===== src/rtl/adc_seq_pkg.sv =====
package adc_seq_pkg;

  typedef enum logic [1:0] {
    OP_CONVERT = 2'd0,
    OP_PARTIAL = 2'd1,
    OP_FULL    = 2'd2,
    OP_WAKE    = 2'd3
  } seq_op_e;

  typedef enum logic [1:0] {
    PW_ON      = 2'd0,
    PW_PARTIAL = 2'd1,
    PW_FULL    = 2'd2
  } pwr_e;

  typedef enum logic [1:0] {
    FK_NONE  = 2'd0,
    FK_CONV  = 2'd1,
    FK_DUMMY = 2'd2,
    FK_TRUNC = 2'd3
  } frame_kind_e;

  typedef struct packed {
    logic [1:0]  count;
    frame_kind_e first;
    frame_kind_e second;
  } frame_plan_t;

  // Frames a command expands to, given the tracked power state.
  function automatic frame_plan_t plan_frames(input seq_op_e op, input pwr_e pw);
    frame_plan_t p;
    p.count  = 2'd0;
    p.first  = FK_NONE;
    p.second = FK_NONE;
    case (op)
      OP_CONVERT: begin
        if (pw == PW_ON) begin
          p.count = 2'd1; p.first = FK_CONV;
        end else begin
          p.count = 2'd2; p.first = FK_DUMMY; p.second = FK_CONV;
        end
      end
      OP_PARTIAL: begin
        if (pw == PW_ON) begin
          p.count = 2'd1; p.first = FK_TRUNC;
        end
      end
      OP_FULL: begin
        if (pw == PW_ON) begin
          p.count = 2'd2; p.first = FK_TRUNC; p.second = FK_TRUNC;
        end else if (pw == PW_PARTIAL) begin
          p.count = 2'd1; p.first = FK_TRUNC;
        end
      end
      OP_WAKE: begin
        if (pw != PW_ON) begin
          p.count = 2'd1; p.first = FK_DUMMY;
        end
      end
      default: p.count = 2'd0;
    endcase
    return p;
  endfunction

  // Converter power state once a frame of the given kind completes.
  function automatic pwr_e pwr_after(input pwr_e pw, input frame_kind_e k);
    case (k)
      FK_CONV, FK_DUMMY: return PW_ON;
      FK_TRUNC:          return (pw == PW_ON) ? PW_PARTIAL : PW_FULL;
      default:           return pw;
    endcase
  endfunction

  // Serial clock count for a frame kind.
  function automatic int unsigned frame_clocks(input frame_kind_e k,
                                               input int unsigned full_n,
                                               input int unsigned trunc_n);
    return (k == FK_TRUNC) ? trunc_n : full_n;
  endfunction

endpackage


===== src/rtl/seq_sclk_timer.sv =====
module seq_sclk_timer #(
  parameter int DIV        = 2,
  parameter int MAX_CLOCKS = 16,
  localparam int CW        = $clog2(MAX_CLOCKS + 1)
) (
  input  logic          clk,
  input  logic          rst_n,
  input  logic          start,
  input  logic [CW-1:0] n_clocks,
  output logic          active,
  output logic          sclk,
  output logic          sample_stb,
  output logic          done
);

  localparam int DW = (DIV > 1) ? $clog2(DIV) : 1;

  logic [DW-1:0] div_q;
  logic [CW:0]   half_q;
  logic [CW-1:0] nclk_q;
  logic          act_q;
  logic          div_wrap;
  logic          last_half;
  logic          sclk_w;

  assign div_wrap  = (div_q == DW'(DIV - 1));
  assign last_half = (half_q == {nclk_q, 1'b0});

  // half 0 is the lead-in (clock high), odd halves low, even halves high
  always_ff @(posedge clk or negedge rst_n) begin
    if (!rst_n) begin
      act_q  <= 1'b0;
      div_q  <= '0;
      half_q <= '0;
      nclk_q <= '0;
    end else if (start) begin
      act_q  <= 1'b1;
      div_q  <= '0;
      half_q <= '0;
      nclk_q <= n_clocks;
    end else if (act_q) begin
      if (div_wrap) begin
        div_q <= '0;
        if (last_half) act_q <= 1'b0;
        else           half_q <= half_q + 1'b1;
      end else begin
        div_q <= div_q + 1'b1;
      end
    end
  end

  assign sclk_w     = !(act_q && half_q[0]);
  assign sclk       = sclk_w;
  assign active     = act_q;
  assign sample_stb = act_q && div_wrap && half_q[0];
  assign done       = act_q && div_wrap && last_half;

  // assertion helper: falling edges seen on the produced clock
  logic          sclk_d_q;
  logic [CW:0]   fall_cnt_q;
  always_ff @(posedge clk or negedge rst_n) begin
    if (!rst_n) begin
      sclk_d_q   <= 1'b1;
      fall_cnt_q <= '0;
    end else begin
      sclk_d_q <= sclk_w;
      if (start)                           fall_cnt_q <= '0;
      else if (act_q && sclk_d_q && !sclk_w) fall_cnt_q <= fall_cnt_q + 1'b1;
    end
  end

  p_start_idle_r7: assert property (@(posedge clk) disable iff (!rst_n)
    start |-> !act_q);

  p_edge_count_r3: assert property (@(posedge clk) disable iff (!rst_n)
    done |-> (fall_cnt_q == {1'b0, nclk_q}));

  p_sample_rise_r2: assert property (@(posedge clk) disable iff (!rst_n)
    sample_stb |=> $rose(sclk_w));

endmodule


===== src/rtl/seq_rx_shift.sv =====
module seq_rx_shift #(
  parameter int W = 12
) (
  input  logic         clk,
  input  logic         rst_n,
  input  logic         clear,
  input  logic         shift_en,
  input  logic         din,
  output logic [W-1:0] word
);

  logic [W-1:0] sh_q;

  // leading bits simply fall off the top of a W-bit register
  always_ff @(posedge clk or negedge rst_n) begin
    if (!rst_n)        sh_q <= '0;
    else if (clear)    sh_q <= '0;
    else if (shift_en) sh_q <= {sh_q[W-2:0], din};
  end

  assign word = sh_q;

endmodule


===== src/rtl/seq_ctrl.sv =====
module seq_ctrl
  import adc_seq_pkg::*;
#(
  parameter int QUIET_CYC    = 8,
  parameter int FULL_CLOCKS  = 16,
  parameter int TRUNC_CLOCKS = 4,
  parameter int CW           = 5
) (
  input  logic          clk,
  input  logic          rst_n,
  input  logic          cmd_valid,
  input  logic [1:0]    cmd_op,
  input  logic          frame_active,
  input  logic          frame_done,
  output logic          start,
  output logic [CW-1:0] n_clocks,
  output logic          conv_end,
  output logic          busy,
  output logic [1:0]    pwr_state
);

  typedef enum logic [1:0] {S_IDLE, S_RUN, S_QUIET} st_e;

  localparam int QW = (QUIET_CYC > 1) ? $clog2(QUIET_CYC + 1) : 1;
  localparam int HW = QW + 1;

  st_e         st_q;
  pwr_e        pwr_q;
  frame_kind_e kind_q;
  frame_kind_e next_q;
  logic [1:0]  left_q;
  logic [QW-1:0] qcnt_q;

  frame_plan_t plan;
  logic        accept;
  logic        q_last;
  logic        chain;

  assign plan   = plan_frames(seq_op_e'(cmd_op), pwr_q);
  assign accept = (st_q == S_IDLE) && cmd_valid && (plan.count != 2'd0);
  assign q_last = (st_q == S_QUIET) && (qcnt_q == QW'(QUIET_CYC - 1));
  assign chain  = q_last && (left_q != 2'd0);
  assign start  = accept || chain;
  assign n_clocks = CW'(frame_clocks(accept ? plan.first : next_q,
                                     FULL_CLOCKS, TRUNC_CLOCKS));

  always_ff @(posedge clk or negedge rst_n) begin
    if (!rst_n) begin
      st_q   <= S_IDLE;
      pwr_q  <= PW_ON;
      kind_q <= FK_NONE;
      next_q <= FK_NONE;
      left_q <= 2'd0;
      qcnt_q <= '0;
    end else begin
      case (st_q)
        S_IDLE: begin
          if (accept) begin
            st_q   <= S_RUN;
            kind_q <= plan.first;
            next_q <= plan.second;
            left_q <= plan.count - 2'd1;
          end
        end
        S_RUN: begin
          if (frame_done) begin
            pwr_q  <= pwr_after(pwr_q, kind_q);
            st_q   <= S_QUIET;
            qcnt_q <= '0;
          end
        end
        S_QUIET: begin
          if (q_last) begin
            if (chain) begin
              st_q   <= S_RUN;
              kind_q <= next_q;
              left_q <= left_q - 2'd1;
            end else begin
              st_q <= S_IDLE;
            end
          end else begin
            qcnt_q <= qcnt_q + 1'b1;
          end
        end
        default: st_q <= S_IDLE;
      endcase
    end
  end

  assign conv_end  = (st_q == S_RUN) && frame_done && (kind_q == FK_CONV);
  assign busy      = (st_q != S_IDLE);
  assign pwr_state = pwr_q;

  // assertion helper: cycles since the serial link went idle
  logic [HW-1:0] idle_run_q;
  always_ff @(posedge clk or negedge rst_n) begin
    if (!rst_n)                              idle_run_q <= HW'(QUIET_CYC);
    else if (frame_active)                   idle_run_q <= '0;
    else if (idle_run_q < HW'(QUIET_CYC))    idle_run_q <= idle_run_q + 1'b1;
  end

  p_quiet_gap_r7: assert property (@(posedge clk) disable iff (!rst_n)
    start |-> (idle_run_q >= HW'(QUIET_CYC - 1)));

  p_busy_frame_r8: assert property (@(posedge clk) disable iff (!rst_n)
    frame_active |-> busy);

  p_busy_cause_r8: assert property (@(posedge clk) disable iff (!rst_n)
    $rose(busy) |-> $past(cmd_valid));

  p_pwr_at_end_r4: assert property (@(posedge clk) disable iff (!rst_n)
    !$stable(pwr_q) |-> $past(frame_done));

endmodule


===== src/rtl/adc_frame_seq.sv =====
module adc_frame_seq
  import adc_seq_pkg::*;
#(
  parameter int DIV        = 2,
  parameter int QUIET_CYC  = 8,
  parameter int PD_CLOCKS  = 4,
  parameter int FRAME_BITS = 16,
  parameter int DATA_BITS  = 12
) (
  input  logic                 clk,
  input  logic                 rst_n,
  input  logic                 cmd_valid,
  input  logic [1:0]           cmd_op,
  output logic                 busy,
  output logic [1:0]           pwr_state,
  output logic                 adc_cs_n,
  output logic                 adc_sclk,
  input  logic                 adc_sdo,
  output logic [DATA_BITS-1:0] result,
  output logic                 result_valid
);

  localparam int CW = $clog2(FRAME_BITS + 1);

  logic          start;
  logic [CW-1:0] n_clocks;
  logic          frame_active;
  logic          frame_done;
  logic          sample_stb;
  logic          conv_end;
  logic [DATA_BITS-1:0] rx_word;

  seq_ctrl #(
    .QUIET_CYC   (QUIET_CYC),
    .FULL_CLOCKS (FRAME_BITS),
    .TRUNC_CLOCKS(PD_CLOCKS),
    .CW          (CW)
  ) u_ctrl (
    .clk         (clk),
    .rst_n       (rst_n),
    .cmd_valid   (cmd_valid),
    .cmd_op      (cmd_op),
    .frame_active(frame_active),
    .frame_done  (frame_done),
    .start       (start),
    .n_clocks    (n_clocks),
    .conv_end    (conv_end),
    .busy        (busy),
    .pwr_state   (pwr_state)
  );

  seq_sclk_timer #(
    .DIV       (DIV),
    .MAX_CLOCKS(FRAME_BITS)
  ) u_timer (
    .clk       (clk),
    .rst_n     (rst_n),
    .start     (start),
    .n_clocks  (n_clocks),
    .active    (frame_active),
    .sclk      (adc_sclk),
    .sample_stb(sample_stb),
    .done      (frame_done)
  );

  seq_rx_shift #(
    .W(DATA_BITS)
  ) u_rx (
    .clk     (clk),
    .rst_n   (rst_n),
    .clear   (start),
    .shift_en(sample_stb),
    .din     (adc_sdo),
    .word    (rx_word)
  );

  assign adc_cs_n = !frame_active;

  logic [DATA_BITS-1:0] result_q;
  logic                 valid_q;
  always_ff @(posedge clk or negedge rst_n) begin
    if (!rst_n) begin
      result_q <= '0;
      valid_q  <= 1'b0;
    end else begin
      valid_q <= conv_end;
      if (conv_end) result_q <= rx_word;
    end
  end

  assign result       = result_q;
  assign result_valid = valid_q;

  p_valid_on_r2: assert property (@(posedge clk) disable iff (!rst_n)
    result_valid |-> (pwr_state == PW_ON));

  p_valid_csn_r2: assert property (@(posedge clk) disable iff (!rst_n)
    result_valid |-> $rose(adc_cs_n));

endmodule


===== config.mk =====
export PLATFORM = sky130hd
export DESIGN_NAME = adc_frame_seq
export DESIGN_NICKNAME = d
export VERILOG_FILES = /design/src/rtl/adc_seq_pkg.sv /design/src/rtl/seq_sclk_timer.sv /design/src/rtl/seq_rx_shift.sv /design/src/rtl/seq_ctrl.sv /design/src/rtl/adc_frame_seq.sv
export SDC_FILE = /design/constraint.sdc
export NUM_CORES = 1
export LEC_CHECK = 0
export BUFFER_PORTS_ARGS = -buffer_cell sky130_fd_sc_hd__buf_2
export CAP_MARGIN = 25
export CORE_ASPECT_RATIO = 0.75
export CORE_MARGIN = 3
export CORE_UTILIZATION = 50
export CTS_CLUSTER_DIAMETER = 80
export DETAILED_ROUTE_END_ITERATION = 10
export PLACE_DENSITY = 0.67
export SLEW_MARGIN = 20
export SYNTH_ARGS = -nofsm -noshare
export SYNTH_HDL_FRONTEND = slang
export SYNTH_SLANG_ARGS = --single-unit

===== constraint.sdc =====
create_clock -name clk -period 2.57 [get_ports clk]
set_input_delay 0.771 -clock clk [delete_from_list [all_inputs] [get_ports clk]]
set_output_delay 0.771 -clock clk [all_outputs]
set_load 0.1 [all_outputs]

Word-level counts from Yosys, hierarchy flattened --
Index checks and enable logic that the tools add are counted.
Operators by class: reductions and logical operators 33, div/mod/pow operators 0, multiply operators 0, $lt $le $gt $ge 0, bitwise logic cells 0, eq/ne operators 18, muxes and demuxes 42, add/subtract/negate cells 5, shifts and indexed selects 0
Operators with widths (count):
- 2-to-1 mux 12 bit | 2
- 2-to-1 mux 2 bit | 12
- 2-to-1 mux 6 bit | 4
- nonzero test 2 bit | 10
- 2-to-1 mux 4 bit | 4
- one-hot mux 2 bit (2 select lines) | 4
- one-hot mux 4 bit (4 select lines) | 1
- == test 2 bit (second input constant) | 6
- AND reduction 3 bit | 4
- logical AND 1 bit | 10
- 2-to-1 mux 1 bit | 9
- 2-to-1 mux 3 bit | 3
- == test 2 x 1 -> 1 bit (second input constant) | 4
- != test 2 x 1 -> 1 bit (second input constant) | 4
- one-hot mux 4 bit (2 select lines) | 1
- adder 6 x 1 -> 6 bit (second input constant) | 1
- == test 6 bit | 1
- zero test 2 bit | 3
- one-hot mux 2 bit (3 select lines) | 1
- 2-to-1 mux 5 bit | 1
- adder 4 x 1 -> 4 bit (second input constant) | 1
- == test 4 x 3 -> 1 bit (second input constant) | 1
- != test 2 bit (second input constant) | 2
- AND reduction 4 bit | 1
- 6 further kinds | 8
Storage, ports and cells: latch bits 0, bits of input ports 6, bits in registers 52, memory bits (read-only) 0, memory bits (writable) 0, memories 0, logic and storage cells 111

Logic depth before layout (Yosys ltp) --
Gate-level depths: netlist (run 1).
word-level depth 9, depth in mapped cells 7, gate-level depth less buffers 6

Cells and area by module --
From an unflattened synthesis (run 1), not the netlist that was laid out.
Unflattened totals: cell total of the unflattened synthesis 211, area total of the unflattened synthesis 2538.7 sq um
By module, submodules not included:
- seq_ctrl | cells each 85, times used 1, area an instance 870.8 sq um
- seq_sclk_timer | cells each 61, times used 1, area an instance 674.4 sq um
- adc_frame_seq | cells each 27, times used 1, area an instance 513.0 sq um
- seq_rx_shift | cells each 38, times used 1, area an instance 480.5 sq um

Worst setup path before layout (run 1) --
OpenSTA, ideal clock, no wires.
kind register to register, start register u_ctrl.pwr_q[0] (netlist: u_ctrl.pwr_state[0]), end register u_ctrl.st_q[0], period minus slack after synthesis 2.244 ns, slack 0.326 ns, cell stages (with the launch flop) 6, data arrival time 2.119 ns, library setup time 0.125 ns, path through dfrtp_1 -> buf_2 -> or3b_1 -> a21oi_2 -> nor4b_4 -> mux2_2
Between the ends: word-level cells in the longest chain between the ends 8, elaborated cells on any way between the ends 13, classes of those cells eq/ne: 2; mux: 6; reduce/logical: 5
Ends and longest elaborated chain:
- from (decl) | line seq_ctrl.sv:28 | pwr_e pwr_q;
- from (signal assigned) | line seq_ctrl.sv:67 | pwr_q <= pwr_after(pwr_q, kind_q);
- == test 2 x 1 -> 1 bit | line adc_seq_pkg.sv:51 | end else if (pw == PW_PARTIAL) begin
- 2-to-1 mux 3 bit | line adc_seq_pkg.sv:51
- 2-to-1 mux 4 bit | line adc_seq_pkg.sv:49 | if (pw == PW_ON) begin
- one-hot mux 4 bit (4 select lines) * | line adc_seq_pkg.sv:35 | case (op)
- nonzero test 2 bit * | line seq_ctrl.sv:40 | assign accept = (st_q == S_IDLE) && cmd_valid && (plan.count != 2'd0);
- logical AND 1 bit * | line seq_ctrl.sv:40
- != test 2 x 1 -> 1 bit (no line) *
- AND reduction 3 bit (no line) *
- to (signal assigned) | line seq_ctrl.sv:49 | st_q <= S_IDLE;
- to (signal assigned) | line seq_ctrl.sv:59 | st_q <= S_RUN;
- to (signal assigned) | line seq_ctrl.sv:68 | st_q <= S_QUIET;
- to (decl) | line seq_ctrl.sv:27 | st_e st_q;
Every way passes the cells marked *; elsewhere a longest branch is shown, timed or not. A chain may end at the register's enable or synchronous reset.

Worst setup path in the final report (run 1) --
start register u_ctrl.st_q[0], end output port busy
Between the ends: word-level cells in the longest chain between the ends 1
Ends and longest elaborated chain:
- nonzero test 2 bit | line seq_ctrl.sv:91 | assign busy = (st_q != S_IDLE);
- to (decl) | line adc_frame_seq.sv:14 | output logic busy,
Every way passes these cells.

==> out/summary.txt, run 1 <==
Status: finished clean
Critical Path, Cell by Cell: inv_1, ha_1, inv_1, buf_2
DRT Wirelength: 4740 um
Synth cell count leaders: dfrtp_1, nand2_1, a21oi_1
Row count: 21
CTS Hold Buffers Added: 0
Initial Util: 0.547
Total Routing Usage GR: 0.183
Global-route wire length before repair: 8280 um
Diodes inserted: 0
Reg2Reg Setup Slack: 370 ps
Layout Nets: 281
Slowest cell on the critical path: dfrtp_1
Pwr/cell area: 1050 nW/um^2
Synth Flop Type: dfrtp_1
Fin crit share: 0.932
Overflow after GRT: 0
Number of synthesized register bits: 49
CP dominant cell by count: inv_1
Pre-antenna DRT Iters: 4
Clock Skew: 10.9 ps
Routed len/inst: 14.6 um
Worst skew pair latency: 310 ps
Layout cells sized above 1: 0.235
Final cell count without fillers: 325
CP Max Fanout: 6
Mapped Area: 2570 sq um
VDD IR max: 0.568 mV
Asr flop ratio synth: 1.00
CTS tree: done
Via count: 1797
Largest net degree at the start of global routing: 20
Fmax: 0.417 GHz
Final Hold Viols: 0
Slew Viols, Final: 0
Post_cts resized: 0
Largest area contributor in the netlist: dfrtp_1
Vias per inst: 5.53
Final worst slack: 174 ps
Post-synth EDFFs: 0
Worst min path class: input pin to async pin
Clock root cell: clkbuf_8
Reg2reg end: result[8]
CP max stage delay: 420 ps
Die area: 6060 sq um
Slew HR: 0.596
Req. time, crit path: 1800 ps
Critical Path Source Type: register
Ys Warns: 0
CP Capture Type: output port
Clock transition at the registers of the reported paths: 100 ps
DRC: 0
Syn Area/Cell: 10.6 sq um
Most frequent cell after synthesis: dfrtp_1
CTS max path bufs: 2
H-tree depth: 2
Place WS: 275 ps
Top Ports: 24
Synth cell types: 53
RSZ-0062 raised after global routing: no
Top post-synthesis cells by area: dfrtp_1, nand2_1, mux2_4
Area delta synth->final: 10.1%
Antenna violations before repair: 0
Final min period: 2400 ps
Post-DP HPWL: 3440 um
CTS Sinks: 49
FF-to-FF path depth: 6
CP arrival: 1630 ps
LEAKAGE: 1.39 nW
Final setup viols: 0
Fill cells: 412
Syn_nets: 257
CP Class: register to output port
Worst Tran Pin Value: 603 ps
Input/output buffers: 23
Post-synthesis sequential area ratio: 0.476
TritonCTS Buffers: 5
Worst r2r src: u_timer.half_q[0]
Maxcap violations: 0
Total negative slack: 0 ps
Dpl cells: 317
Gate Count Post-Synth: 243
DR iter-0 viols: 67
Die X: 88.9 um
Placer's final routability congestion estimate: 0.814
Vias in the first global route: 1632
Post-CTS setup buffer count: 0
CORE AREA: 4700 sq um
DIE HEIGHT: 68.2 um
Routed Antenna Nets: 0
Yosys top cell area share: 0.476
metrics by stage:
| stage | power [mW] | area, sq um | hold WS, ps | util |
|---|---|---|---|---|
| after global placement | 2.52 | 2750 | 485 | 0.584 |
| final | 2.98 | 2830 | 332 | 0.603 |
| after global routing | 3.21 | 2830 | 343 | 0.603 |
| after floorplan | 2.26 | 2570 | 473 | - |
| after CTS | 3.00 | 2830 | 336 | 0.603 |
| after detailed placement | 2.54 | 2750 | 490 | 0.584 |
per-layer routing:
layer / share of wire / vias to the layer above / GRT usage
met5: 0 / - / 0
met4: 0.0080 / 0 / 0.0566
met3: 0.048 / 4 / 0.0445
met2: 0.39 / 34 / 0.233
met1: 0.55 / 867 / 0.295
li1: - / 892 / -
how the worst max path moves through the flow:
stage	from	endpoint	slack [ps]	cells past startpoint
after detailed placement	cmd_op[1]	u_ctrl.kind_q[1]	270	5
final	u_ctrl.st_q[0]	busy	170	4
after global routing	u_ctrl.st_q[0]	busy	60	4
after global placement	cmd_op[1]	u_ctrl.kind_q[0]	300	5
after floorplan	u_ctrl.pwr_state[0]	u_ctrl.st_q[0]	330	5
after CTS	u_ctrl.st_q[0]	busy	160	4
worst max-delay path, delay by kind of cell, from the launching register on:
| family | cells | cell delay, ps |
|---|---|---|
| adder cells (fa/ha/maj) | 1 | 290 |
| flip-flops | 1 | 420 |
| buffers and inverters | 3 | 600 |
cells by family after synthesis:
group	share of synthesized area
xor gates and xnor gates	0.0340
muxes	0.0948
buffers and inverters	0.0403
AOI/OAI and AO/OA	0.142
adders and majority gates	0.0389
DFF	0.476
and+or+nand+nor	0.174
registers in the layout, summed over array words and instances (netlist names), 4 cells and up:
signal,count
u_ctrl.qcnt_q,4
result,12
u_rx.word,12
u_timer.half_q,6
area by class of cell:
| class | count | area (sq um) | share of cell area |
|---|---|---|---|
| Clock buffer | 5 | 68.8 | 0.0243 |
| Multi-Input combinational cell | 170 | 1240 | 0.439 |
| Timing Repair Buffer | 29 | 160 | 0.0565 |
| Clock inverter | 3 | 17.5 | 0.00618 |
| Tap cell | 57 | 71.3 | 0.0252 |
| Sequential cell | 49 | 1230 | 0.433 |
| Inverter | 12 | 45.0 | 0.0159 |
placed cells by master (no fill, tap or decap), types with 7 or more instances in the layout:
master / count
dfrtp_1: 49
mux2_2: 7
ha_1: 8
inv_1: 12
buf_2: 23
nand2_1: 38
nand3_1: 10
a21oi_1: 17
mux2_4: 9
nor2_1: 10
power breakdown:
group,leakage [nW],switching (mW),internal [mW]
combinational,0.696,0.876,0.485
clock,0.0439,0.264,0.188
sequential,0.653,0.220,0.945
Power figures use the tool's default switching activity.
==> inputs of run 2 (changes only) <==
- BUFFER_PORTS_ARGS: -buffer_cell sky130_fd_sc_hd__buf_2 -> -buffer_cell sky130_fd_sc_hd__clkbuf_2
- SLEW_MARGIN: 20 -> unset
==> out/summary.txt, run 2 (synthesis results as in run 1) <==
Status: finished clean
Psw: 1.36 mW (-0.27%)
Area post-placement: 2750 sq um (+0.18%)
CTS Sinks: 49 (unchanged)
Req. time, crit path: 1800 ps (about the same)
VDD IR max: 0.575 mV (+1.2%)
DRC: 0 (unchanged)
Slew HR: 0.590 (-0.00685)
Slowest cell on the critical path: dfrtp_1
Die area: 6060 sq um (unchanged)
Routed len/inst: 14.6 um (-0.14%)
Vias per inst: 5.53 (about the same)
Layout Nets: 280 (-0.36%)
CTS Hold Buffers Added: 0 (unchanged)
Antenna violations before repair: 0 (unchanged)
Row count: 21 (unchanged)
Top Ports: 24 (unchanged)
Critical Path Source Type: register
CTS max path bufs: 2 (unchanged)
Commonest non-fill, non-tap cell in the layout: dfrtp_1
Initial Util: 0.547 (unchanged)
WHS: 359 ps (+27.2 ps)
Largest net degree at the start of global routing: 24 (+20%)
Die X: 88.9 um (unchanged)
Worst min path class: input pin to async pin
TritonCTS Buffers: 5 (unchanged)
LEAKAGE: 1.40 nW (+0.18%)
Fmax: 0.409 GHz (-1.9%)
Fill cells: 378 (-8.3%)
CTS tree: done
Final worst slack: 126 ps (-47.3 ps)
Finished Cell Area: 2870 sq um (+1.4%)
Post-DP HPWL: 3390 um (-1.2%)
Clock root cell: clkbuf_8
Clock Skew: 5.83 ps (-5.10 ps)
Global-route wire length before repair: 8030 um (-3.0%)
CP Max Fanout: 6 (unchanged)
DRT Wirelength: 4720 um (-0.44%)
Seq pwr share: 0.377 (-0.014)
Final Hold Viols: 0 (unchanged)
CP dominant cell by count: inv_1
Clock transition at the registers of the reported paths: 90 ps (about the same)
Routed Antenna Nets: 0 (unchanged)
Layout cells sized above 1: 0.232 (-0.00286)
Pwr/cell area: 1080 nW/um^2 (+2.6%)
DIE HEIGHT: 68.2 um (unchanged)
Placer's final routability congestion estimate: 0.807 (-0.84%)
Input/output buffers: 23 (unchanged)
CP Capture Type: output port
Fin crit share: 0.951 (+0.0184)
Critical Path, Cell by Cell: inv_1, ha_1, inv_1, clkbuf_2
Total negative slack: 0 ps (unchanged)
Most frequent cells in the layout: dfrtp_1, nand2_1, clkbuf_2
Worst skew pair latency: 300 ps (about the same)
CP arrival: 1670 ps (+40 ps)
CP max stage delay: 450 ps (+30 ps)
Maxcap violations: 0 (unchanged)
Final cell count without fillers: 324 (-0.31%)
Post-CTS setup buffer count: 0 (unchanged)
Overflow after GRT: 0 (unchanged)
CORE AREA: 4700 sq um (unchanged)
Pre-antenna DRT Iters: 4 (unchanged)
CP Class: register to output port
Vias in the first global route: 1675 (+2.6%)
Internal power: 1.74 mW (+7.7%)
Via count: 1793 (-0.22%)
Sw Share: 0.438 (-0.0189)
Worst Tran Pin Value: 612 ps (+8.22 ps)
Final min period: 2440 ps (+47.3 ps)
Clock power share: 0.184 (+0.032)
Area delta synth->final: 11.6%
Pwr Total: 3.10 mW (+4.0%)
Final setup viols: 0 (unchanged)
Post_cts resized: 0 (unchanged)
Place WS: 182 ps (-92.6 ps)
H-tree depth: 2 (unchanged)
Diodes inserted: 0 (unchanged)
Dpl cells: 316 (-0.32%)
RSZ-0062 raised after global routing: no
Logic gate share of total power: 0.438 (-0.019)
Total Routing Usage GR: 0.174 (-0.00896)
Slew Viols, Final: 0 (unchanged)
Util after Layout: 0.611 (+0.00825)
DR iter-0 viols: 78 (+16%)
## run 2: cell types whose count changed in the layout (fill, tap and decap cells not counted), sizes merged
cell | previous run | this run
buf | 29 | 5
clkbuf | 5 | 29
clkinv | 2 | 0
bufinv | 0 | 1
## run 2: final cells by class
cell class	count	area, sq um	area share
clock buffers	6	82.6	0.0287
clock inverters	2	37.5	0.0131
inverters	12	45.0	0.0157
multi-input cells	170	1240	0.433
flip-flops and latches	49	1230	0.427
well taps	57	71.3	0.0248
repair buffers	28	165	0.0575
## run 2: worst paths after layout
kind / from / to / slack (ps) / cells after the start
worst max-delay path: u_ctrl.st_q[0] / busy / 130 / 4
min in group clk: result[1] / result[1] / 520 / 1
max in group asynchronous: rst_n / result[6] / 1700 / 2
worst min-delay path: rst_n / u_ctrl.qcnt_q[0] / 360 / 1
worst max register to register: u_timer.half_q[0] / result[5] / 370 / 6
worst min register to register: result[1] / result[1] / 520 / 1
## run 2: worst max-delay path, delay by kind of cell (launching register included)
family | cells | cell delay (ps)
flip-flops | 1 | 450
buffers and inverters | 3 | 630
adder cells (fa/ha/maj) | 1 | 280
## run 2: power groups by stage
stage	Sequential, mW	Combinational, mW	Clock [mW]
after floorplan	1.22	1.04	0
after global placement	1.18	1.34	0
after detailed placement	1.18	1.35	0
after CTS	1.17	1.36	0.579
after global routing	1.20	1.48	0.611
final	1.17	1.36	0.571
## run 2: routing by layer
| layer | GRT usage | routed length (um) |
|---|---|---|
| met3 | 0.0433 | 261 |
| met2 | 0.224 | 1810 |
| met1 | 0.278 | 2610 |
| met4 | 0.0528 | 40 |
| met5 | 0 | 0 |
==> inputs of run 3 (changes only) <==
- MAX_ROUTING_LAYER: unset -> met4
- PLACE_DENSITY: 0.67 -> 0.69
==> out/summary.txt, run 3 (synthesis results as in run 1) <==
Worst min path class: input pin to async pin
Final min period: 2420 ps (-23.2 ps)
Area delta synth->final: 10.3%
Critical Path Source Type: register
Input/output buffers: 23 (unchanged)
Pwr/cell area: 1050 nW/um^2 (-3.1%)
Met2 wire length: 1940 um (+7.3%)
Pre-antenna DRT Iters: 4 (unchanged)
Critical Path, Cell by Cell: inv_1, ha_1, inv_1, clkbuf_2
CP Class: register to output port
DR iter-0 viols: 93 (+19%)
Worst Tran Pin Value: 596 ps (-15.3 ps)
CTS Sinks: 49 (unchanged)
Final setup viols: 0 (unchanged)
Worst skew pair latency: 300 ps (about the same)
Routed Antenna Nets: 0 (unchanged)
Clock Skew: 3.16 ps (-2.67 ps)
Top Ports: 24 (unchanged)
Req. time, crit path: 1800 ps (about the same)
Fmax: 0.413 GHz (+0.96%)
Most frequent cells in the layout: dfrtp_1, nand2_1, clkbuf_2
Post-DP HPWL: 3460 um (+2.1%)
VDD IR max: 0.848 mV (+47%)
Antenna violations before repair: 0 (unchanged)
Final Hold Viols: 0 (unchanged)
Status: finished clean
CTS Hold Buffers Added: 0 (unchanged)
CP Capture Type: output port
Row count: 21 (unchanged)
Initial Util: 0.547 (unchanged)
Layout Nets: 280 (unchanged)
RSZ-0062 raised after global routing: no
Util after Layout: 0.604 (-0.00692)
CP Max Fanout: 6 (unchanged)
Largest net degree at the start of global routing: 26 (+8.3%)
DIE HEIGHT: 68.2 um (unchanged)
Total negative slack: 0 ps (unchanged)
Die area: 6060 sq um (unchanged)
CP max stage delay: 450 ps (about the same)
Overflow after GRT: 0 (unchanged)
CTS tree: done
WL met3: 198 um (-24%)
LEAKAGE: 1.38 nW (-1.4%)
CORE AREA: 4700 sq um (unchanged)
Post_cts resized: 0 (unchanged)
DRT Wirelength: 4770 um (+1.1%)
WHS: 344 ps (-15.4 ps)
Max layer used: met4
CP dominant cell by count: inv_1
Clock transition at the registers of the reported paths: 90 ps (about the same)
Clock root cell: clkbuf_8
Vias in the first global route: 1725 (+3.0%)
CP arrival: 1650 ps (-20 ps)
Vias per inst: 5.53 (unchanged)
Commonest non-fill, non-tap cell in the layout: dfrtp_1
M1 WL: 2580 um (-1.2%)
Via count: 1793 (unchanged)
Slew Viols, Final: 0 (unchanged)
Slew HR: 0.601 (+0.0116)
Fin crit share: 0.942 (-0.00903)
Total Routing Usage GR: 0.185 (+0.0118)
Layout cells sized above 1: 0.228 (-0.00375)
DRC: 0 (unchanged)
TritonCTS Buffers: 5 (unchanged)
Routed len/inst: 14.7 um (+1.1%)
Global-route wire length before repair: 8290 um (+3.2%)
H-tree depth: 2 (unchanged)
Placer's final routability congestion estimate: 0.869 (+7.7%)
Post-CTS setup buffer count: 0 (unchanged)
CTS max path bufs: 2 (unchanged)
Die X: 88.9 um (unchanged)
Slowest cell on the critical path: clkbuf_2
Maxcap violations: 0 (unchanged)
Diodes inserted: 0 (unchanged)
## run 3: cell count changes in the layout (fill, tap and decap cells not counted)
cell / change
bufinv_16: -1
clkbuf_1: +1
clkbuf_8: -1
clkinvlp_4: +1
## run 3: final cells by class
type                       instances  area (sq um)
fill                             392          1860
clock inverter                     2          15.0
multi-input combinational        170          1240
tap                               57          71.3
inverter                          12          45.0
timing repair buffer              28           165
sequential                        49          1230
clock buffer                       6          72.6
## run 3: power breakdown
group	total (mW)	internal (mW)	switching [mW]	leakage [nW]
clock network	0.448	0.192	0.256	0.0374
logic	1.36	0.481	0.878	0.685
registers	1.16	0.945	0.217	0.653
total	2.97	1.62	1.35	1.38
## run 3: final timing paths
| kind | startpoint | endpoint | slack, ps | cells after the start |
|---|---|---|---|---|
| worst max-delay path | u_ctrl.st_q[0] | busy | 150 | 4 |
| worst min-delay path | rst_n | u_ctrl.qcnt_q[1] | 340 | 1 |
| worst max register to register | u_timer.half_q[0] | result[5] | 380 | 6 |
| worst min register to register | result[0] | result[0] | 510 | 1 |
| max in group asynchronous | rst_n | u_rx.word[2] | 1730 | 2 |
| min in group clk | result[0] | result[0] | 510 | 1 |
## run 3: worst max-delay path: cells and delay by family, from the launching register on
| kind | cells | cell delay (ps) |
|---|---|---|
| adders and majority gates | 1 | 280 |
| DFF | 1 | 430 |
| buffers and inverters | 3 | 630 |
## run 3: stage by stage
stage / setup slack [ps] / cells / total power [mW] / cell area [sq um]
floorplan: 326 / 243 / 2.26 / 2570
global placement: 298 / 316 / 2.51 / 2750
detailed placement: 255 / 316 / 2.53 / 2750
CTS: 138 / 324 / 2.98 / 2840
global route: 52.7 / 324 / 3.18 / 2840
finish: 150 / 324 / 2.97 / 2840
## run 3: metal layers
metal	GRT usage	vias up
met5	-	-
met4	0.0604	0
met3	0.0481	4
met2	0.256	40
met1	0.265	858
li1	-	891
